$ cat src/rtl/dma_arb_pkg.sv
package dma_arb_pkg;
  typedef enum logic [1:0] {
    ST_FREE = 2'd0,
    ST_OWN  = 2'd1,
    ST_EXT  = 2'd2,
    ST_GAP  = 2'd3
  } arb_st_e;
endpackage

$ cat src/rtl/dma_prio_pick.sv
module dma_prio_pick #(
  parameter int NCH = 4,
  localparam int IDXW = (NCH > 1) ? $clog2(NCH) : 1
) (
  input  logic [NCH-1:0]  req,
  output logic            any,
  output logic [IDXW-1:0] idx
);
  // lowest index wins: scan downward so the last hit is the lowest
  always_comb begin
    any = |req;
    idx = '0;
    for (int i = NCH - 1; i >= 0; i--) begin
      if (req[i]) idx = IDXW'(i);
    end
  end
endmodule

$ cat src/rtl/dma_idx_onehot.sv
module dma_idx_onehot #(
  parameter int NCH = 4,
  localparam int IDXW = (NCH > 1) ? $clog2(NCH) : 1
) (
  input  logic            en,
  input  logic [IDXW-1:0] idx,
  output logic [NCH-1:0]  oh
);
  for (genvar g = 0; g < NCH; g++) begin : g_dec
    assign oh[g] = en && (idx == IDXW'(g));
  end
endmodule

$ cat src/rtl/dma_arb_fsm.sv
module dma_arb_fsm
  import dma_arb_pkg::*;
#(
  parameter int NCH = 4,
  localparam int IDXW = (NCH > 1) ? $clog2(NCH) : 1
) (
  input  logic            clk,
  input  logic            rst_n,
  input  logic            xfer_done,
  input  logic            lock,
  input  logic            ext_req,
  input  logic            cand_any,
  input  logic [IDXW-1:0] cand_idx,
  input  logic            self_req,
  output logic [IDXW-1:0] cur_idx,
  output logic            cur_vld,
  output logic [NCH-1:0]  chan_gnt,
  output logic            ext_gnt,
  output logic            bus_idle
);
  arb_st_e         st_q, st_d;
  logic [IDXW-1:0] idx_d;
  logic            vld_d;
  logic [NCH-1:0]  gnt_d;

  always_comb begin
    st_d  = st_q;
    idx_d = cur_idx;
    vld_d = cur_vld;
    unique case (st_q)
      ST_FREE: begin
        if (ext_req) begin
          st_d = ST_EXT;
        end else if (cand_any) begin
          st_d  = ST_OWN;
          idx_d = cand_idx;
          vld_d = 1'b1;
        end
      end
      ST_OWN: begin
        if (xfer_done && !lock) st_d = ext_req ? ST_EXT : ST_GAP;
      end
      default: begin
        // in-between cycle: pick the next owner
        if (cand_any) begin
          st_d  = ST_OWN;
          idx_d = cand_idx;
          vld_d = 1'b1;
        end else if (self_req) begin
          st_d = ST_OWN;
        end else begin
          st_d  = ST_FREE;
          vld_d = 1'b0;
        end
      end
    endcase
  end

  always_comb begin
    for (int i = 0; i < NCH; i++) begin
      gnt_d[i] = (st_d == ST_OWN) && (idx_d == IDXW'(i));
    end
  end

  always_ff @(posedge clk or negedge rst_n) begin
    if (!rst_n) begin
      st_q     <= ST_FREE;
      cur_idx  <= '0;
      cur_vld  <= 1'b0;
      chan_gnt <= '0;
      ext_gnt  <= 1'b0;
      bus_idle <= 1'b0;
    end else begin
      st_q     <= st_d;
      cur_idx  <= idx_d;
      cur_vld  <= vld_d;
      chan_gnt <= gnt_d;
      ext_gnt  <= (st_d == ST_EXT);
      bus_idle <= (st_d == ST_GAP);
    end
  end
endmodule

$ cat src/rtl/dma_prio_arb.sv
module dma_prio_arb #(
  parameter int NCH = 4
) (
  input  logic           clk,
  input  logic           rst_n,
  input  logic [NCH-1:0] chan_req,
  input  logic           xfer_done,
  input  logic           lock,
  input  logic           ext_req,
  output logic [NCH-1:0] chan_gnt,
  output logic           ext_gnt,
  output logic           bus_idle
);
  localparam int IDXW = (NCH > 1) ? $clog2(NCH) : 1;

  logic [IDXW-1:0] cur_idx;
  logic            cur_vld;
  logic [NCH-1:0]  cur_oh;
  logic [NCH-1:0]  cand_req;
  logic            cand_any;
  logic [IDXW-1:0] cand_idx;
  logic            self_req;

  dma_idx_onehot #(.NCH(NCH)) u_cur_dec (
    .en  (cur_vld),
    .idx (cur_idx),
    .oh  (cur_oh)
  );

  // previous owner is excluded from the candidate set
  assign cand_req = chan_req & ~cur_oh;
  assign self_req = |(chan_req & cur_oh);

  dma_prio_pick #(.NCH(NCH)) u_pick (
    .req (cand_req),
    .any (cand_any),
    .idx (cand_idx)
  );

  dma_arb_fsm #(.NCH(NCH)) u_fsm (
    .clk       (clk),
    .rst_n     (rst_n),
    .xfer_done (xfer_done),
    .lock      (lock),
    .ext_req   (ext_req),
    .cand_any  (cand_any),
    .cand_idx  (cand_idx),
    .self_req  (self_req),
    .cur_idx   (cur_idx),
    .cur_vld   (cur_vld),
    .chan_gnt  (chan_gnt),
    .ext_gnt   (ext_gnt),
    .bus_idle  (bus_idle)
  );
endmodule

$ cat config.mk
export PLATFORM = sky130hd
export DESIGN_NAME = dma_prio_arb
export DESIGN_NICKNAME = d
export VERILOG_FILES = /design/src/rtl/dma_arb_pkg.sv /design/src/rtl/dma_prio_pick.sv /design/src/rtl/dma_idx_onehot.sv /design/src/rtl/dma_arb_fsm.sv /design/src/rtl/dma_prio_arb.sv
export SDC_FILE = /design/constraint.sdc
export NUM_CORES = 1
export LEC_CHECK = 0
export ABC_AREA = 0
export BUFFER_PORTS_ARGS = -buffer_cell sky130_fd_sc_hd__buf_2
export CAP_MARGIN = 20
export CORE_MARGIN = 3
export CORE_UTILIZATION = 45
export DETAILED_ROUTE_END_ITERATION = 16
export HOLD_SLACK_MARGIN = 0.12
export PLACE_DENSITY_LB_ADDON = 0.1
export SLEW_MARGIN = 5
export SYNTH_ARGS = -nofsm -noshare
export SYNTH_HDL_FRONTEND = slang
export SYNTH_HIERARCHICAL = 1
export SYNTH_SLANG_ARGS = --single-unit
$ cat constraint.sdc
create_clock -name clk -period 2.2 [get_ports clk]
set_input_delay 0.11 -clock clk [delete_from_list [all_inputs] [get_ports clk]]
set_output_delay 0.11 -clock clk [all_outputs]
set_load 0.02 [all_outputs]
Word-level counts from Yosys, hierarchy flattened
Index checks and enable logic that the tools add are counted.
{"block": "word_totals", "regBits": 11, "output_inout_bits": 6, "wordCells": 58}
{"block": "classes", "eq_ne": 13, "mux": 19, "bitwise": 4, "reduce_logical": 16}
{"operator": "$mux W2", "n": 10}
{"operator": "$eq A2 B2 Y1 const B", "n": 6}
{"operator": "$logic_and A1 B1 Y1", "n": 9}
{"operator": "$and A4 B4 Y4", "n": 2}
{"operator": "$eq A2 B1 Y1 const B", "n": 4}
{"operator": "$pmux W2 S2", "n": 2}
{"operator": "$reduce_or A4 Y1", "n": 2}
{"operator": "$logic_not A2 Y1", "n": 3}
{"operator": "$mux W1", "n": 6}
{"operator": "$ne A2 B2 Y1 const B", "n": 3}
{"operator": "$not A4 Y4", "n": 1}
{"operator": "$reduce_and A4 Y1", "n": 1}
{"operator": "$pmux W1 S2", "n": 1}
{"operator": "$logic_not A1 Y1", "n": 1}
{"operator": "$not A1 Y1", "n": 1}

Depth between registers and ports, before layout
{"block": "logic_depth", "word_depth": 13, "depth_mapped": 8}

By module
Netlist, hierarchy kept.
{"module": "dma_arb_fsm", "instances": 1, "cells_each": 47, "area_per_inst_um2": 541.8, "seq_area_each_um2": 275.3}
{"module": "dma_prio_arb", "instances": 1, "cells_each": 7, "area_per_inst_um2": 47.5, "seq_area_each_um2": 0.0}
{"module": "dma_idx_onehot", "instances": 1, "cells_each": 4, "area_per_inst_um2": 37.5, "seq_area_each_um2": 0.0}
{"module": "dma_prio_pick", "instances": 1, "cells_each": 7, "area_per_inst_um2": 35.0, "seq_area_each_um2": 0.0}

Least setup slack after synthesis
OpenSTA, ideal clock, no wires.
{"block": "synth_path", "kind": "reg-to-reg", "from": "register u_fsm.cur_idx[0]", "to": "register u_fsm.chan_gnt[1]", "setup_time_ns": 0.143, "t_arrival_ns": 1.755, "t_required_ns": 2.057, "path_slack_ns": 0.302, "stages_incl_launch_ff": 9, "path_buffers": 1, "synth_period_minus_slack_ns": 1.898, "cell_sequence": "dfrtp_1 -> nor3b_2 -> and2b_2 -> nor2_1 -> nand2_1 -> buf_4 -> nor3b_1 -> a311oi_2 -> a211oi_1"}
{"item": "start: declaration", "line": "dma_arb_fsm.sv:15", "source": "output logic [IDXW-1:0] cur_idx,"}
{"item": "start signal: assignment", "line": "dma_arb_fsm.sv:75", "source": "cur_idx <= idx_d;"}
{"item": "$logic_not A2 Y1 *", "line": "dma_idx_onehot.sv:10", "source": "assign oh[g] = en && (idx == IDXW'(g));"}
{"item": "$logic_and A1 B1 Y1 *", "line": "dma_idx_onehot.sv:10"}
{"item": "named net cur_oh[0]", "line": "dma_prio_arb.sv:18", "source": "logic [NCH-1:0] cur_oh;"}
{"item": "$not A4 Y4 *", "line": "dma_prio_arb.sv:31", "source": "assign cand_req = chan_req & ~cur_oh;"}
{"item": "$and A4 B4 Y4 *", "line": "dma_prio_arb.sv:31"}
{"item": "named net cand_req[0]", "line": "dma_prio_arb.sv:19", "source": "logic [NCH-1:0] cand_req;"}
{"item": "$reduce_or A4 Y1 *", "line": "dma_prio_pick.sv:11", "source": "any = |req;"}
{"item": "named net cand_any", "line": "dma_prio_arb.sv:20", "source": "logic cand_any;"}
{"item": "$mux W2 (on tied branches)", "line": "dma_arb_fsm.sv:34, dma_arb_fsm.sv:45"}
{"item": "$mux W2", "line": "dma_arb_fsm.sv:32", "source": "if (ext_req) begin"}
{"item": "$pmux W2 S2", "line": "dma_arb_fsm.sv:30", "source": "unique case (st_q)"}
{"item": "$eq A2 B1 Y1", "line": "dma_arb_fsm.sv:61", "source": "gnt_d[i] = (st_d == ST_OWN) && (idx_d == IDXW'(i));"}
{"item": "$logic_and A1 B1 Y1 *", "line": "dma_arb_fsm.sv:61"}
{"item": "named net u_fsm.gnt_d[1]", "line": "dma_arb_fsm.sv:24", "source": "logic [NCH-1:0] gnt_d;"}
{"item": "end signal: assignment", "line": "dma_arb_fsm.sv:77", "source": "chan_gnt <= gnt_d;"}
{"item": "end: declaration", "line": "dma_arb_fsm.sv:17", "source": "output logic [NCH-1:0] chan_gnt,"}
The timed path passes the listed nets; every way through them passes the cells marked *.
A chain may end at the register's enable or synchronous reset.

Worst setup path in the final report
{"block": "layout_path", "from": "register u_fsm.cur_idx[0]", "to": "register u_fsm.chan_gnt[3]"}
{"item": "$eq A2 B2 Y1 *", "line": "dma_idx_onehot.sv:10"}
{"item": "$logic_and A1 B1 Y1 *", "line": "dma_idx_onehot.sv:10"}
{"item": "named net cur_oh[2]", "line": "dma_prio_arb.sv:18"}
{"item": "$not A4 Y4 *", "line": "dma_prio_arb.sv:31"}
{"item": "$and A4 B4 Y4 *", "line": "dma_prio_arb.sv:31"}
{"item": "named net cand_req[2]", "line": "dma_prio_arb.sv:19"}
{"item": "$reduce_or A4 Y1 *", "line": "dma_prio_pick.sv:11"}
{"item": "named net cand_any", "line": "dma_prio_arb.sv:20"}
{"item": "$mux W2 (on tied branches)", "line": "dma_arb_fsm.sv:34, dma_arb_fsm.sv:45"}
{"item": "$mux W2", "line": "dma_arb_fsm.sv:32"}
{"item": "$pmux W2 S2", "line": "dma_arb_fsm.sv:30"}
{"item": "$eq A2 B1 Y1 or $eq A2 B2 Y1 (tied branches)", "line": "dma_arb_fsm.sv:61"}
{"item": "$logic_and A1 B1 Y1 *", "line": "dma_arb_fsm.sv:61"}
{"item": "named net u_fsm.gnt_d[3]", "line": "dma_arb_fsm.sv:24"}
Marks and branches as above.

==> results.json <==
{
  "die_height_um": 44.35,
  "drt_drc_violations_left": 0,
  "netlist.top_cell.by_area": "sky130_fd_sc_hd__dfrtp_1",
  "cellLeakagePower_uw": 0.0003595,
  "post_synth_instance_area_um2": 661.9,
  "die_ar_um2": 1967,
  "preCtsSetupSlack_ns": 0.05561,
  "area_growth_pct": 20.23,
  "vdd_drop_max_mv": 0.6652,
  "cts_tree": "yes",
  "clk_pin_slew_ns": 0.07,
  "fin_ws_ns": 0.1510,
  "timing.hold.worst.class": "in -> reg",
  "detail_route.vias_per_cell": 5.551,
  "mostFrequentLayoutCells": "14 x sky130_fd_sc_hd__buf_2, 9 x sky130_fd_sc_hd__dfrtp_1, 4 x sky130_fd_sc_hd__nor2b_1, 4 x sky130_fd_sc_hd__inv_1, 4 x sky130_fd_sc_hd__nor2_1",
  "rrSetupSlack_ns": 0.15,
  "grt_pass1_wl_mm": 2.007,
  "synth_top_cell_area_share_pct": 41.59,
  "detail_route.first_pass.iterations": 4,
  "cellInternalPower_uw": 608.5,
  "timing.final.max_slew_violations": 0,
  "finish.net_count": 93,
  "synth_top_cells_by_area": "sky130_fd_sc_hd__dfrtp_1 42%, sky130_fd_sc_hd__nor2b_1 3.8%, sky130_fd_sc_hd__a211oi_1 3.4%, sky130_fd_sc_hd__mux2_2 3.4%, sky130_fd_sc_hd__a21oi_2 2.6%",
  "status": "finished, final reports clean",
  "initialDrtViolationCount": 5,
  "tritoncts.num_buffers": 3,
  "worst-path-max-fanout": 9,
  "synth_cell_type_count": 32,
  "power.density_nw_per_um2": 1328,
  "die_width_um": 44.35,
  "critPathCaptureType": "flip-flop",
  "timing.fmax_ghz": 0.4880,
  "sequentialPowerShare_pct": 34.8,
  "finalClockSkew_ns": 0.0004442,
  "synth-async-reset-ratio_pct": 100.0,
  "yosys_register_bits": 11,
  "drive_above_1_share_pct": 38.55,
  "coreArea_um2": 1334,
  "post_route_hold_slack_ns": 0.1887,
  "critical_path_class": "reg -> reg",
  "number_of_flops_mapped_to_enable_cells_by_yosys": 0,
  "max-cap-violations": 0,
  "worst_endpoint_data_arrival_time_ns": 2.18,
  "grt_max_degree": 12,
  "synth_area_per_cell_um2": 10.18,
  "clock_tree.buffer_depth": 2,
  "initial_antenna_violation_count": 0,
  "synth-warning-count": 6,
  "critical_path.max_stage_delay_ns": 0.45,
  "antennaDiodeCount": 0,
  "p_sw_share_pct": 42.42,
  "wirelength_mm": 1.291,
  "seq_area_frac_synth_pct": 41.59,
  "routedWlPerCell_um": 13.17,
  "syn_nets": 74,
  "power.share.clock_pct": 12.6,
  "p_switching_uw": 448.3,
  "globalplace.congestion": 0.7429,
  "grt_remaining_overflow": 0,
  "worstSetupStartpointType": "flip-flop",
  "place.port_buffers": 14,
  "setup-violations-final": 0,
  "route.vias.total": 544,
  "hold_viol": 0,
  "number_of_global_route_vias_before_repair": 501,
  "mostFrequentLayoutCell": "sky130_fd_sc_hd__buf_2",
  "slowest_stage": "sky130_fd_sc_hd__dfrtp_2",
  "final_clock_period_utilization_by_the_worst_path_pct": 93.14,
  "root_buffer": "sky130_fd_sc_hd__clkbuf_4",
  "std_cell_rows": 13,
  "crit_path_cell_trace": "and3b_1 -> and2b_1 -> nor2_1 -> nand2_2 -> o21a_1 -> a311oi_4 -> a211oi_1",
  "htree_num_levels": 1,
  "slew_headroom_pct": 63.52,
  "synth_cells": 65,
  "layout_min_cycle_time_ns": 2.049,
  "comb_power_share_pct": 52.6,
  "tightest_slew_ns": 0.5430,
  "initial_utilization_pct": 49.62,
  "boundaryPins": 15,
  "power.total_uw": 1057,
  "clock_insertion_delay_worst_skew_ns": 0.26,
  "critPathRequiredTime_ns": 2.33,
  "dominantRegCellSynth": "sky130_fd_sc_hd__dfrtp_1",
  "numClockSinks": 11,
  "place.detailed.hpwl_mm": 1.016,
  "globalRouteTotalUtil_pct": 13.92,
  "detail-route-antenna-nets": 0
}
cell type report:
class | count | area (um2)
tap | 15 | 18.77
timing repair buffer | 15 | 80.08
clock buffer | 4 | 26.28
multi-input combinational | 49 | 377.9
sequential | 11 | 277.8
fill | 128 | 538.0
inverter | 4 | 15.01
stage by stage:
| stage | cells | util [%] | area (um2) | TNS (ns) |
|---|---|---|---|---|
| global placement | 93 | 55.72 | 743.2 | 0 |
| floorplan | 65 | - | 661.9 | 0 |
| detailed placement | 93 | 55.72 | 743.2 | 0 |
| global route | 98 | 59.66 | 795.8 | -0.004552 |
| finish | 98 | 59.66 | 795.8 | 0 |
| CTS | 98 | 58.44 | 779.5 | 0 |
power groups by stage:
| stage | clock (uW) | combinational [uW] | sequential (uW) |
|---|---|---|---|
| 2_1_floorplan | 0 | 374 | 399 |
| 3_3_place_gp | 0 | 528 | 362 |
| 3_5_place_dp | 0 | 534 | 365 |
| 4_1_cts | 138 | 536 | 361 |
| 5_1_grt | 147 | 606 | 384 |
| 6_report | 133 | 556 | 368 |
metal layers:
| layer | vias to the layer above | GRT usage, % | share of wire [%] |
|---|---|---|---|
| li1 | 279 | - | - |
| met3 | 0 | 5.285 | 5.0 |
| met2 | 13 | 22.97 | 47 |
| met1 | 252 | 17.01 | 47 |
| met4 | 0 | 3.614 | 0 |
| met5 | - | 0 | 0 |
state kept, by name, summed over array words and instances, names as in the netlist:
signal,count
u_fsm/bus_idle,1
u_fsm/chan_gnt,4
u_fsm/cur_vld,1
u_fsm/st_q,2
u_fsm/ext_gnt,1
u_fsm/cur_idx,2
cell usage after synthesis, drive strengths merged (2+ instances only):
library cell / number
a211oi: 4
a21oi: 4
a22oi: 2
and2b: 2
and3b: 2
dfrtp: 11
inv: 4
mux2: 2
nand2: 3
nand2b: 2
nand3b: 2
nand4b: 2
nor2: 4
nor2b: 4
nor3b: 2
o21ai: 3
logic make-up after synthesis:
family,Yosys count,share of synthesized area (%)
AO/OA/AOI/OAI,19,23.06
flip-flops,11,41.59
buffers and inverters,5,3.402
multiplexers,2,3.402
AND/OR/NAND/NOR,28,28.54
critical path: cells and delay by family, from the launching register on:
| family | cells | cell delay (ns) |
|---|---|---|
| compound gates | 3 | 0.73 |
| simple gates | 4 | 0.74 |
| flops | 1 | 0.45 |
path summary, 6_finish.rpt:
path,startpoint,endpoint,cells after the start
min reg2reg,u_fsm/st_q[1],u_fsm/ext_gnt,1
min in group asynchronous,rst_n,u_fsm/cur_vld,2
min,lock,u_fsm/ext_gnt,3
max reg2reg,u_fsm/cur_idx[0],u_fsm/chan_gnt[3],7
max,u_fsm/cur_idx[0],u_fsm/chan_gnt[3],7
max in group asynchronous,rst_n,u_fsm/cur_idx[1],2
repair_timing:
action                     4_1_cts  5_1_grt
hold buffers                     1        0
hold endpoints to repair        11        0
buffers inserted                 0        0
setup endpoints to repair        0        5
gates resized for setup          0        4
Power figures use the tool's default switching activity.
